File: src/rtl/serial_shift_port.sv
module serial_shift_port #(
  parameter int DIV_BASE = 2,
  parameter int SEL_W    = 2
) (
  input  logic             clk,
  input  logic             rst_n,
  input  logic             tx_wr,
  input  logic [7:0]       tx_byte,
  input  logic             start,
  input  logic             cfg_rx_only,
  input  logic             cfg_lsb_first,
  input  logic             cfg_ext_clk,
  input  logic [SEL_W-1:0] cfg_div,
  input  logic             sck_in,
  input  logic             si,
  output logic             sck_out,
  output logic             sck_oe,
  output logic             so,
  output logic [7:0]       rx_data,
  output logic             busy,
  output logic             done,
  output logic             irq
);
  localparam int MAXH = DIV_BASE << ((1 << SEL_W) - 1);
  localparam int TW   = $clog2(MAXH) + 1;

  logic [7:0]       shreg;
  logic [2:0]       cnt;
  logic [TW-1:0]    timer;
  logic [SEL_W-1:0] div_q;
  logic             busy_q, done_q, irq_q, sck_q, so_q;
  logic             ext_q, lsb_q, ro_q;
  logic             sync1, sync2, sprev;

  wire [TW-1:0] half_len = TW'(DIV_BASE) << div_q;
  wire tick    = busy_q && !ext_q && (timer == half_len - TW'(1));
  wire fall_ev = ext_q ? (busy_q && sprev && !sync2) : (tick && sck_q);
  wire rise_ev = ext_q ? (busy_q && !sprev && sync2) : (tick && !sck_q);
  wire last_ev = rise_ev && (cnt == 3'd7);
  wire go      = start && !busy_q;

  always_ff @(posedge clk or negedge rst_n) begin
    if (!rst_n) begin
      sync1 <= 1'b1;
      sync2 <= 1'b1;
      sprev <= 1'b1;
    end else begin
      sync1 <= sck_in;
      sync2 <= sync1;
      sprev <= sync2;
    end
  end

  always_ff @(posedge clk or negedge rst_n) begin
    if (!rst_n) begin
      ext_q <= 1'b0;
      lsb_q <= 1'b0;
      ro_q  <= 1'b0;
      div_q <= '0;
    end else if (go) begin
      ext_q <= cfg_ext_clk;
      lsb_q <= cfg_lsb_first;
      ro_q  <= cfg_rx_only;
      div_q <= cfg_div;
    end
  end

  always_ff @(posedge clk or negedge rst_n) begin
    if (!rst_n) begin
      busy_q <= 1'b0;
      done_q <= 1'b0;
      irq_q  <= 1'b0;
      cnt    <= '0;
    end else begin
      irq_q <= last_ev;
      if (go) begin
        busy_q <= 1'b1;
        done_q <= 1'b0;
        cnt    <= '0;
      end else if (rise_ev) begin
        cnt <= cnt + 3'd1;
        if (last_ev) begin
          busy_q <= 1'b0;
          done_q <= 1'b1;
        end
      end
    end
  end

  always_ff @(posedge clk or negedge rst_n) begin
    if (!rst_n) begin
      timer <= '0;
      sck_q <= 1'b1;
    end else if (go || !busy_q) begin
      timer <= '0;
      sck_q <= 1'b1;
    end else if (tick) begin
      timer <= '0;
      sck_q <= !sck_q;
    end else if (!ext_q) begin
      timer <= timer + TW'(1);
    end
  end

  always_ff @(posedge clk or negedge rst_n) begin
    if (!rst_n) begin
      shreg <= '0;
      so_q  <= 1'b0;
    end else begin
      if (tx_wr && !busy_q) shreg <= tx_byte;
      else if (rise_ev) shreg <= lsb_q ? {si, shreg[7:1]} : {shreg[6:0], si};
      if (fall_ev && !ro_q) so_q <= lsb_q ? shreg[0] : shreg[7];
    end
  end

  assign sck_out = sck_q;
  assign sck_oe  = !ext_q;
  assign so      = so_q;
  assign rx_data = shreg;
  assign busy    = busy_q;
  assign done    = done_q;
  assign irq     = irq_q;


  sck_idle_chk: assert property (@(posedge clk) disable iff (!rst_n)
    !busy_q |-> sck_q);


  irq_pulse_chk: assert property (@(posedge clk) disable iff (!rst_n)
    irq_q |=> !irq_q);


  irq_done_chk: assert property (@(posedge clk) disable iff (!rst_n)
    irq_q |-> (done_q && !busy_q));


  cnt_start_chk: assert property (@(posedge clk) disable iff (!rst_n)
    $rose(busy_q) |-> (cnt == 3'd0));


  so_edge_chk: assert property (@(posedge clk) disable iff (!rst_n)
    (!ext_q && !$stable(so_q)) |-> $fell(sck_q));


  rx_only_so_chk: assert property (@(posedge clk) disable iff (!rst_n)
    (busy_q && ro_q && $past(busy_q)) |-> $stable(so_q));


  start_busy_chk: assert property (@(posedge clk) disable iff (!rst_n)
    (busy_q && start) |=> ($stable(div_q) && $stable(ext_q) && $stable(lsb_q)));
endmodule

File: config.mk
export PLATFORM = sky130hd
export DESIGN_NAME = serial_shift_port
export DESIGN_NICKNAME = d
export VERILOG_FILES = /design/src/rtl/serial_shift_port.sv
export SDC_FILE = /design/constraint.sdc
export NUM_CORES = 1
export LEC_CHECK = 0
export BUFFER_PORTS_ARGS = -buffer_cell sky130_fd_sc_hd__buf_2
export CORE_ASPECT_RATIO = 0.75
export CORE_MARGIN = 5
export CORE_UTILIZATION = 53
export CTS_CLUSTER_SIZE = 28
export DETAILED_ROUTE_END_ITERATION = 6
export GPL_TIMING_DRIVEN = 0
export PLACE_DENSITY = 0.78
export SLEW_MARGIN = 20
export SYNTH_ARGS = -nofsm -noshare
export SYNTH_HDL_FRONTEND = slang
export SYNTH_SLANG_ARGS = --single-unit
export TNS_END_PERCENT = 10
File: constraint.sdc
create_clock -name clk -period 2.44 [get_ports clk]
set_clock_uncertainty 0.2 [all_clocks]
set_input_delay 0.366 -clock clk [delete_from_list [all_inputs] [get_ports clk]]
set_output_delay 0.366 -clock clk [all_outputs]
set_load 0.01 [all_outputs]
==> results of run 1 <==
-- cell families (layout without fill, tap and decap cells) --
group,count (synthesis),after routing,share of synthesized area
simple gates,66,66,0.239
compound gates,35,35,0.163
flops,29,29,0.482
buf+inv,10,52,0.0462
xor+xnor,4,4,0.0231
fa+ha+maj,3,3,0.0248
mux,3,3,0.0215
-- cell usage in the layout (no fill, tap or decap), drive strengths merged, types with 4 or more instances in the layout --
| master | instances |
|---|---|
| clkbuf | 8 |
| o31ai | 8 |
| a221oi | 8 |
| dfrtp | 25 |
| o21ai | 13 |
| buf | 38 |
| nand3 | 5 |
| dfstp | 4 |
| nor2 | 4 |
| nand2 | 28 |
| nor2b | 10 |
-- metrics by stage --
stage,power [mW],util,cell area (sq um)
after floorplan,1.52,-,1520
after global placement,1.77,0.642,1720
after global routing,2.62,0.699,1880
after detailed placement,1.83,0.642,1720
final,2.45,0.699,1880
after CTS,2.45,0.699,1880
-- area by class of cell --
class | count | area (sq um)
inverters | 1 | 3.75
plain buffers | 9 | 66.3
multi-input cells | 111 | 716
clock buffers | 5 | 68.8
repair buffers | 34 | 180
well taps | 36 | 45.0
fillers | 210 | 807
clock inverters | 3 | 65.1
flip-flops and latches | 29 | 731
-- repair_timing --
item                                    4_1_cts  5_1_grt
hold buffers                                  2        0
endpoints found under the setup margin        0        0
endpoints found under the hold margin        26        0
-- worst max-delay path, stage by stage (launching register included) --
cell and delay, ns:
dfrtp_1 0.43, clkbuf_1 0.36, nand4b_1 0.43, a221oi_1 0.41
o21ai_1 0.14
-- registers in the layout (all words and copies together) (netlist names) --
register and count:
rx_data 8, timer 5, cnt 3, div_q 2, busy 1, done 1, ext_q 1, irq 1
lsb_q 1, ro_q 1, sck_out 1, so 1, sprev 1, sync1 1, sync2 1
-- Yosys cell counts, drive strengths merged --
master / count
mux2i: 1
nand4b: 2
dfstp: 4
a211o: 1
nand2b: 3
inv: 1
and4: 1
a21boi: 1
clkbuf: 3
o31ai: 8
nor2: 4
xnor2: 3
mux2: 2
ha: 3
a22o: 1
a221oi: 8
dfrtp: 25
nor2b: 10
and2b: 2
and4bb: 2
nand4: 2
nand2: 28
and4b: 1
o21bai: 1
and2: 2
and3: 3
o21ai: 13
and3b: 1
nand3: 5
buf: 6
a21oi: 2
xor2: 1
-- metal layers --
layer,global-route usage,share of wire,vias up
li1,-,-,623
met1,0.269,0.43,618
met2,0.296,0.47,58
met3,0.0677,0.078,8
met4,0.0938,0.016,0
met5,0,0,-
-- power breakdown --
part	switching, mW	leakage [nW]	total (mW)	internal (mW)
logic	0.503	0.461	0.960	0.457
registers	0.200	0.340	0.893	0.693
clock network	0.191	0.0681	0.597	0.405
-- path summary, 6_finish.rpt --
check | slack [ns] | to
min reg2reg | 0.16 | sync2
min | 0.07 | div_q[1]
min in group asynchronous | 0.43 | irq
max reg2reg | 0.33 | rx_data[6]
max in group asynchronous | 1.18 | timer[1]
max | 0.33 | rx_data[6]
==> flow_summary.json, run 1 <==
{
  "grt_usage": 0.202,
  "drcViolationCount": 0,
  "cp-end-kind": "flip-flop",
  "cp_max_fo": 10,
  "synth_top_area_share": 0.413,
  "drtIter0Drc": 135,
  "crit_required_ns": 2.40,
  "layout-drive-gt1-share": 0.292,
  "io-pin-count": 33,
  "yosysSeqAreaShare": 0.482,
  "grt_pass1_wl_mm": 6.31,
  "vias": 1307,
  "p_per_area_nw_per_um2": 1310,
  "cts_tree": "done",
  "cts_buffer_depth": 2,
  "cp-start-kind": "flip-flop",
  "yosysWarningCount": 0,
  "ir_drop_mv": 0.632,
  "cts.sinks": 29,
  "setup-tns-final_ns": 0,
  "post-cts-setup-buffers": 0,
  "place_inst": 218,
  "finalSetupViolations": 0,
  "antenna_found_initial": 0,
  "yosys-top-cells-area": "dfrtp_1, dfstp_2, nand2_1",
  "n_antenna_cell": 0,
  "setup_ws_ns": 0.334,
  "die_x_um": 71.8,
  "clock_latency_ns": 0.29,
  "reg2reg_depth": 4,
  "grt_max_degree": 30,
  "stdcell_count": 228,
  "wirelength_mm": 3.72,
  "nets": 213,
  "holdWs_ns": 0.0732,
  "start_util": 0.565,
  "wl_per_cell_um": 16.3,
  "postSynthAreaPerCell_sq_um": 10.1,
  "holdPathStages": 3,
  "ys_ff_latch": 29,
  "htreeDepth": 2,
  "netlist.top_cell.by_area": "dfrtp_1",
  "r2r_start": "busy",
  "period_needed_ns": 2.11,
  "critPathArrivalTime_ns": 2.07,
  "gp_congestion": 0.800,
  "path_clk_slew_ns": 0.07,
  "hp-start": "cfg_div[1]",
  "cts_buffers": 5,
  "slew_headroom": 0.572,
  "row_count": 16,
  "min_path_type": "in2reg",
  "core_area_sq_um": 2680,
  "die-area_sq_um": 4040,
  "rsz0062_at_grt": "no",
  "detail-route-antenna-nets": 0,
  "die_h_um": 56.3,
  "syn_inst": 150,
  "critPathLaunch": "busy",
  "netlist_area_sq_um": 1520,
  "hpwl_mm": 2.56,
  "crit_type": "reg2reg",
  "final.period_utilization": 0.863,
  "fmax_ghz": 0.475,
  "leakage_nw": 0.869,
  "syn_nets": 172,
  "worstMarginPinSlew_ns": 0.642,
  "yosysUniqueCellTypes": 40,
  "grt_remaining_overflow": 0,
  "drv_slew": 0,
  "pre_cts_slack_ns": 0.403,
  "grt_pass1_vias": 1321,
  "finalHoldViolations": 0,
  "area_growth_syn_to_layout_pct": 23.7,
  "portBuffers": 32,
  "status": "finished clean",
  "cts_root_buffer": "clkbuf_8",
  "drv_cap": 0,
  "cts_resized": 0,
  "vias_per_cell": 5.73,
  "drtPass1Iterations": 4
}
Power figures use the tool's default switching activity.
==> inputs of run 2 (changes only) <==
==> constraint.sdc (replaced) <==
create_clock -name clk -period 2.44 [get_ports clk]
set_clock_uncertainty 0.2 [all_clocks]
set_input_delay 0.61 -clock clk [delete_from_list [all_inputs] [get_ports clk]]
set_output_delay 0.61 -clock clk [all_outputs]
set_load 0.01 [all_outputs]
==> run 2 against run 1 <==
Critical path depth stayed put; global-route usage is 0.075 points lower; utilization is 0.75 points lower; worst setup slack better by 0.0029 ns; flip-flop and latch count stayed put.
==> flow_summary.json, run 2 (synthesis results as in run 1) <==
{
  "cts_root_buffer": "clkbuf_8",
  "power.internal_mw": 1.55,
  "portBuffers": 32,
  "vias": 1301,
  "cp_num_buf_inv": 1,
  "post-cts-setup-buffers": 0,
  "min_path_type": "in2async",
  "cts_buffers": 5,
  "core_area_sq_um": 2680,
  "ir_drop_mv": 0.635,
  "vias_per_cell": 5.76,
  "die_x_um": 71.8,
  "cp_max_fo": 10,
  "register_area_sq_um": 731,
  "drtPass1Iterations": 5,
  "layout-drive-gt1-share": 0.295,
  "drv_slew": 0,
  "holdWs_ns": 0.139,
  "grt_max_degree": 30,
  "cts_resized": 0,
  "seqPwrFrac": 0.364,
  "clock_latency_ns": 0.29,
  "path_clk_slew_ns": 0.07,
  "fill_cells": 210,
  "n_antenna_cell": 0,
  "period_needed_ns": 2.10,
  "layout_common_cells": "buf_2, nand2_1, dfrtp_1",
  "setup_ws_ns": 0.337,
  "cts_tree": "done",
  "hpwl_mm": 2.56,
  "drtIter0Drc": 130,
  "nets": 211,
  "crit_type": "reg2reg",
  "setup-tns-final_ns": 0,
  "grt_pass1_vias": 1315,
  "comb_power_share": 0.391,
  "detail-route-antenna-nets": 0,
  "finalHoldViolations": 0,
  "cp-end-kind": "flip-flop",
  "cpLargestDelayFamily": "compound AO/OA/AOI/OAI gates",
  "cpMaxStageDelayCell": "nand4b_1",
  "htreeDepth": 2,
  "finalSetupViolations": 0,
  "crit_required_ns": 2.40,
  "row_count": 16,
  "p_clk_frac": 0.245,
  "grt_pass1_wl_mm": 6.28,
  "die_h_um": 56.3,
  "final.period_utilization": 0.862,
  "wirelength_mm": 3.68,
  "fmax_ghz": 0.475,
  "gp_congestion": 0.800,
  "slew_headroom": 0.573,
  "area_growth_syn_to_layout_pct": 22.4,
  "critPathArrivalTime_ns": 2.07,
  "p_per_area_nw_per_um2": 1320,
  "final_common_cell": "buf_2",
  "cts_buffer_depth": 2,
  "rsz0062_at_grt": "no",
  "antenna_found_initial": 0,
  "wl_per_cell_um": 16.3,
  "cts.sinks": 29,
  "crit_chain": "clkbuf_1 > nand4b_1 > a221oi_1 > o21ai_1",
  "worstMarginPinSlew_ns": 0.641,
  "status": "finished clean",
  "cp-start-kind": "flip-flop",
  "leakage_nw": 0.860,
  "crit_path_max_incr_delay_ns": 0.44,
  "multiInputGateArea_sq_um": 716,
  "switching_share": 0.365,
  "pre_cts_slack_ns": 0.403,
  "die-area_sq_um": 4040,
  "io-pin-count": 33,
  "grt_remaining_overflow": 0,
  "drv_cap": 0,
  "drcViolationCount": 0,
  "switching_power_mw": 0.893,
  "grt_usage": 0.201,
  "start_util": 0.565,
  "largest_register_ffs": 8,
  "hold_buffers": 0
}
==> run 2: area by class of cell <==
class | instances | area share
Buffer | 9 | 0.0357
Tap cell | 36 | 0.0243
Multi-Input combinational cell | 111 | 0.386
Inverter | 1 | 0.00202
Clock inverter | 3 | 0.0351
Timing Repair Buffer | 32 | 0.0863
Sequential cell | 29 | 0.394
Clock buffer | 5 | 0.0371
==> run 2: metrics by stage <==
step	instances	utilization	area, sq um	total power [mW]
after floorplan	150	-	1520	1.52
after global placement	218	0.642	1720	1.77
after detailed placement	218	0.642	1720	1.83
after CTS	226	0.692	1860	2.45
after global routing	226	0.692	1860	2.62
final	226	0.692	1860	2.45
==> run 2: worst paths after layout <==
path                            start         end  slack [ns]  cells after the start
worst min register to register  sync1       sync2        0.16                      0
worst min-delay path            rst_n         irq        0.14                      1
max in group asynchronous       rst_n    timer[1]        1.47                      1
worst max register to register   busy  rx_data[6]        0.34                      4
worst max-delay path             busy  rx_data[6]        0.34                      4
min in group clk                sync1       sync2        0.16                      0
==> run 2: metal layers <==
| metal | global-route usage | routed length [um] | vias to the layer above |
|---|---|---|---|
| met5 | 0 | 0 | - |
| met4 | 0.0938 | 58 | 0 |
| met2 | 0.296 | 1770 | 45 |
| met1 | 0.266 | 1590 | 632 |
| li1 | - | - | 616 |
| met3 | 0.0677 | 255 | 8 |
==> run 2: power groups by stage <==
stage                     combinational [mW]  sequential (mW)  clock (mW)
after floorplan                        0.641            0.883           0
after global placement                 0.900            0.871           0
after detailed placement               0.941            0.891           0
after CTS                              0.959            0.888       0.602
after global routing                    1.07            0.918       0.632
final                                  0.956            0.891       0.599
==> run 2: worst reg2reg max path, stage by stage (launching register included) <==
cell and delay, ns:
dfrtp_1 0.43, clkbuf_1 0.36, nand4b_1 0.44, a221oi_1 0.41, o21ai_1 0.14
==> inputs of run 3 (changes only) <==
--- a/config.mk
+++ b/config.mk
@@ -6,13 +6,15 @@
 export NUM_CORES = 1
 export LEC_CHECK = 0
 export BUFFER_PORTS_ARGS = -buffer_cell sky130_fd_sc_hd__buf_2
+export CELL_PAD_IN_SITES_DETAIL_PLACEMENT = 2
+export CELL_PAD_IN_SITES_GLOBAL_PLACEMENT = 2
 export CORE_ASPECT_RATIO = 0.75
 export CORE_MARGIN = 5
-export CORE_UTILIZATION = 53
+export CORE_UTILIZATION = 33
 export CTS_CLUSTER_SIZE = 28
 export DETAILED_ROUTE_END_ITERATION = 6
 export GPL_TIMING_DRIVEN = 0
-export PLACE_DENSITY = 0.78
+export PLACE_DENSITY_LB_ADDON = 0.1
 export SLEW_MARGIN = 20
 export SYNTH_ARGS = -nofsm -noshare
 export SYNTH_HDL_FRONTEND = slang
==> run 3 against run 2 <==
Sequential power grew 1%; global-route usage shrank 4.6 points; total power shrank 4.1%; via count grew 0.31%; clock power shrank 19%; final cell count grew 9.3%; critical endpoint is now rx_data[4].
==> flow_summary.json, run 3 (synthesis results as in run 1) <==
{
  "area_growth_syn_to_layout_pct": 22.4,
  "crit_path_max_incr_delay_ns": 0.43,
  "path_clk_slew_ns": 0.06,
  "final.period_utilization": 0.874,
  "seqPwrFrac": 0.384,
  "drv_slew": 0,
  "fmax_ghz": 0.469,
  "die_x_um": 88.3,
  "cp_num_buf_inv": 1,
  "pre_cts_slack_ns": 0.301,
  "finalSetupViolations": 0,
  "crit_chain": "clkbuf_1 > nand4b_1 > a221oi_1 > o21ai_1",
  "p_per_area_nw_per_um2": 1260,
  "cp_max_fo": 10,
  "die-area_sq_um": 6060,
  "clock_latency_ns": 0.28,
  "row_count": 21,
  "cp.depth": 4,
  "grt_pass1_vias": 1392,
  "switching_power_mw": 0.897,
  "cp-end-kind": "flip-flop",
  "cpLargestDelayFamily": "compound AO/OA/AOI/OAI gates",
  "p_clk_frac": 0.208,
  "setup-tns-final_ns": 0,
  "rsz0062_at_grt": "no",
  "ir_drop_mv": 0.461,
  "cts.sinks": 29,
  "cp-start-kind": "flip-flop",
  "cts_buffers": 5,
  "highest_layer": "met4",
  "nets": 211,
  "vias": 1305,
  "antenna_found_initial": 0,
  "gp_congestion": 0.802,
  "cpMaxStageDelayCell": "dfrtp_1",
  "layout-drive-gt1-share": 0.289,
  "period_needed_ns": 2.13,
  "largest_register_ffs": 8,
  "drtIter0Drc": 59,
  "setup_ws_ns": 0.308,
  "cts_resized": 0,
  "worstMarginPinSlew_ns": 0.657,
  "crit_type": "reg2reg",
  "drcViolationCount": 0,
  "start_util": 0.339,
  "reg2reg_depth": 4,
  "drtPass1Iterations": 4,
  "grt_usage": 0.156,
  "cts_root_buffer": "clkbuf_8",
  "place_inst": 239,
  "status": "finished clean",
  "fill_cells": 504,
  "grt_remaining_overflow": 0,
  "die_h_um": 68.7,
  "crit_required_ns": 2.40,
  "final_common_cell": "buf_2",
  "drv_cap": 0,
  "reg2reg_to": "rx_data[4]",
  "hpwl_mm": 3.15,
  "grt_max_degree": 30,
  "n_antenna_cell": 0,
  "grt_pass1_wl_mm": 6.99,
  "hold_buffers": 0,
  "switching_share": 0.382,
  "core_area_sq_um": 4470,
  "comb_power_share": 0.408,
  "portBuffers": 32,
  "leakage_nw": 0.847,
  "vias_per_cell": 5.28,
  "wl_per_cell_um": 17.1,
  "min_path_type": "in2async",
  "critPathArrivalTime_ns": 2.09,
  "cts_buffer_depth": 2,
  "cts_tree": "done",
  "route.met3.wl_um": 181,
  "r2r_start": "busy",
  "wl_met2_mm": 1.93,
  "layout_common_cells": "buf_2, nand2_1, dfrtp_1",
  "total_power_mw": 2.35,
  "rrSetupSlack_ns": 0.31,
  "slew_headroom": 0.562,
  "power.internal_mw": 1.45,
  "finalHoldViolations": 0,
  "io-pin-count": 33,
  "stdcell_count": 247,
  "post-cts-setup-buffers": 0,
  "detail-route-antenna-nets": 0,
  "htreeDepth": 2,
  "met1Wirelength_mm": 2.09,
  "wirelength_mm": 4.24
}
[run 3: cell count changes in the layout (fill, tap and decap cells not counted), sizes merged]
cell,previous run,this run
bufinv,2,1
clkbuf,8,9
[run 3: final cells by class]
cell class              count  area (sq um)  area share
multi-input cells         111           716       0.386
clock buffers               6          72.6      0.0391
repair buffers             32           160      0.0863
plain buffers               9          66.3      0.0357
well taps                  57          71.3      0.0384
inverters                   1          3.75     0.00202
flip-flops and latches     29           731       0.394
clock inverters             2          35.0      0.0189
[run 3: how the worst max path moves through the flow]
| stage | from | to | slack, ns |
|---|---|---|---|
| 6_report | busy | rx_data[4] | 0.31 |
| 5_1_grt | busy | rx_data[5] | 0.15 |
| 4_1_cts | busy | rx_data[5] | 0.29 |
| 3_5_place_dp | busy | rx_data[5] | 0.30 |
| 3_3_place_gp | busy | cnt[0] | 0.36 |
| 2_1_floorplan | timer[2] | rx_data[7] | 0.65 |
[run 3: power by group through the flow]
stage          clock network (mW)  registers (mW)  logic [mW]
2_1_floorplan                   0           0.883       0.641
5_1_grt                     0.528           0.932        1.08
4_1_cts                     0.503           0.901       0.976
3_5_place_dp                    0           0.906       0.969
3_3_place_gp                    0           0.885       0.919
6_report                    0.488           0.900       0.958
[run 3: per-stage QoR]
stage          hold slack [ns]   util  cell area [sq um]
2_1_floorplan            0.114      -               1520
3_3_place_gp             0.148  0.391               1750
3_5_place_dp             0.150  0.391               1750
4_1_cts                  0.151  0.415               1860
5_1_grt                  0.159  0.415               1860
6_report                 0.156  0.415               1860
[run 3: layer usage]
| metal | vias up | track usage |
|---|---|---|
| li1 | 614 | - |
| met1 | 660 | 0.212 |
| met2 | 27 | 0.241 |
| met3 | 4 | 0.0499 |
| met4 | 0 | 0.0396 |
| met5 | - | 0 |
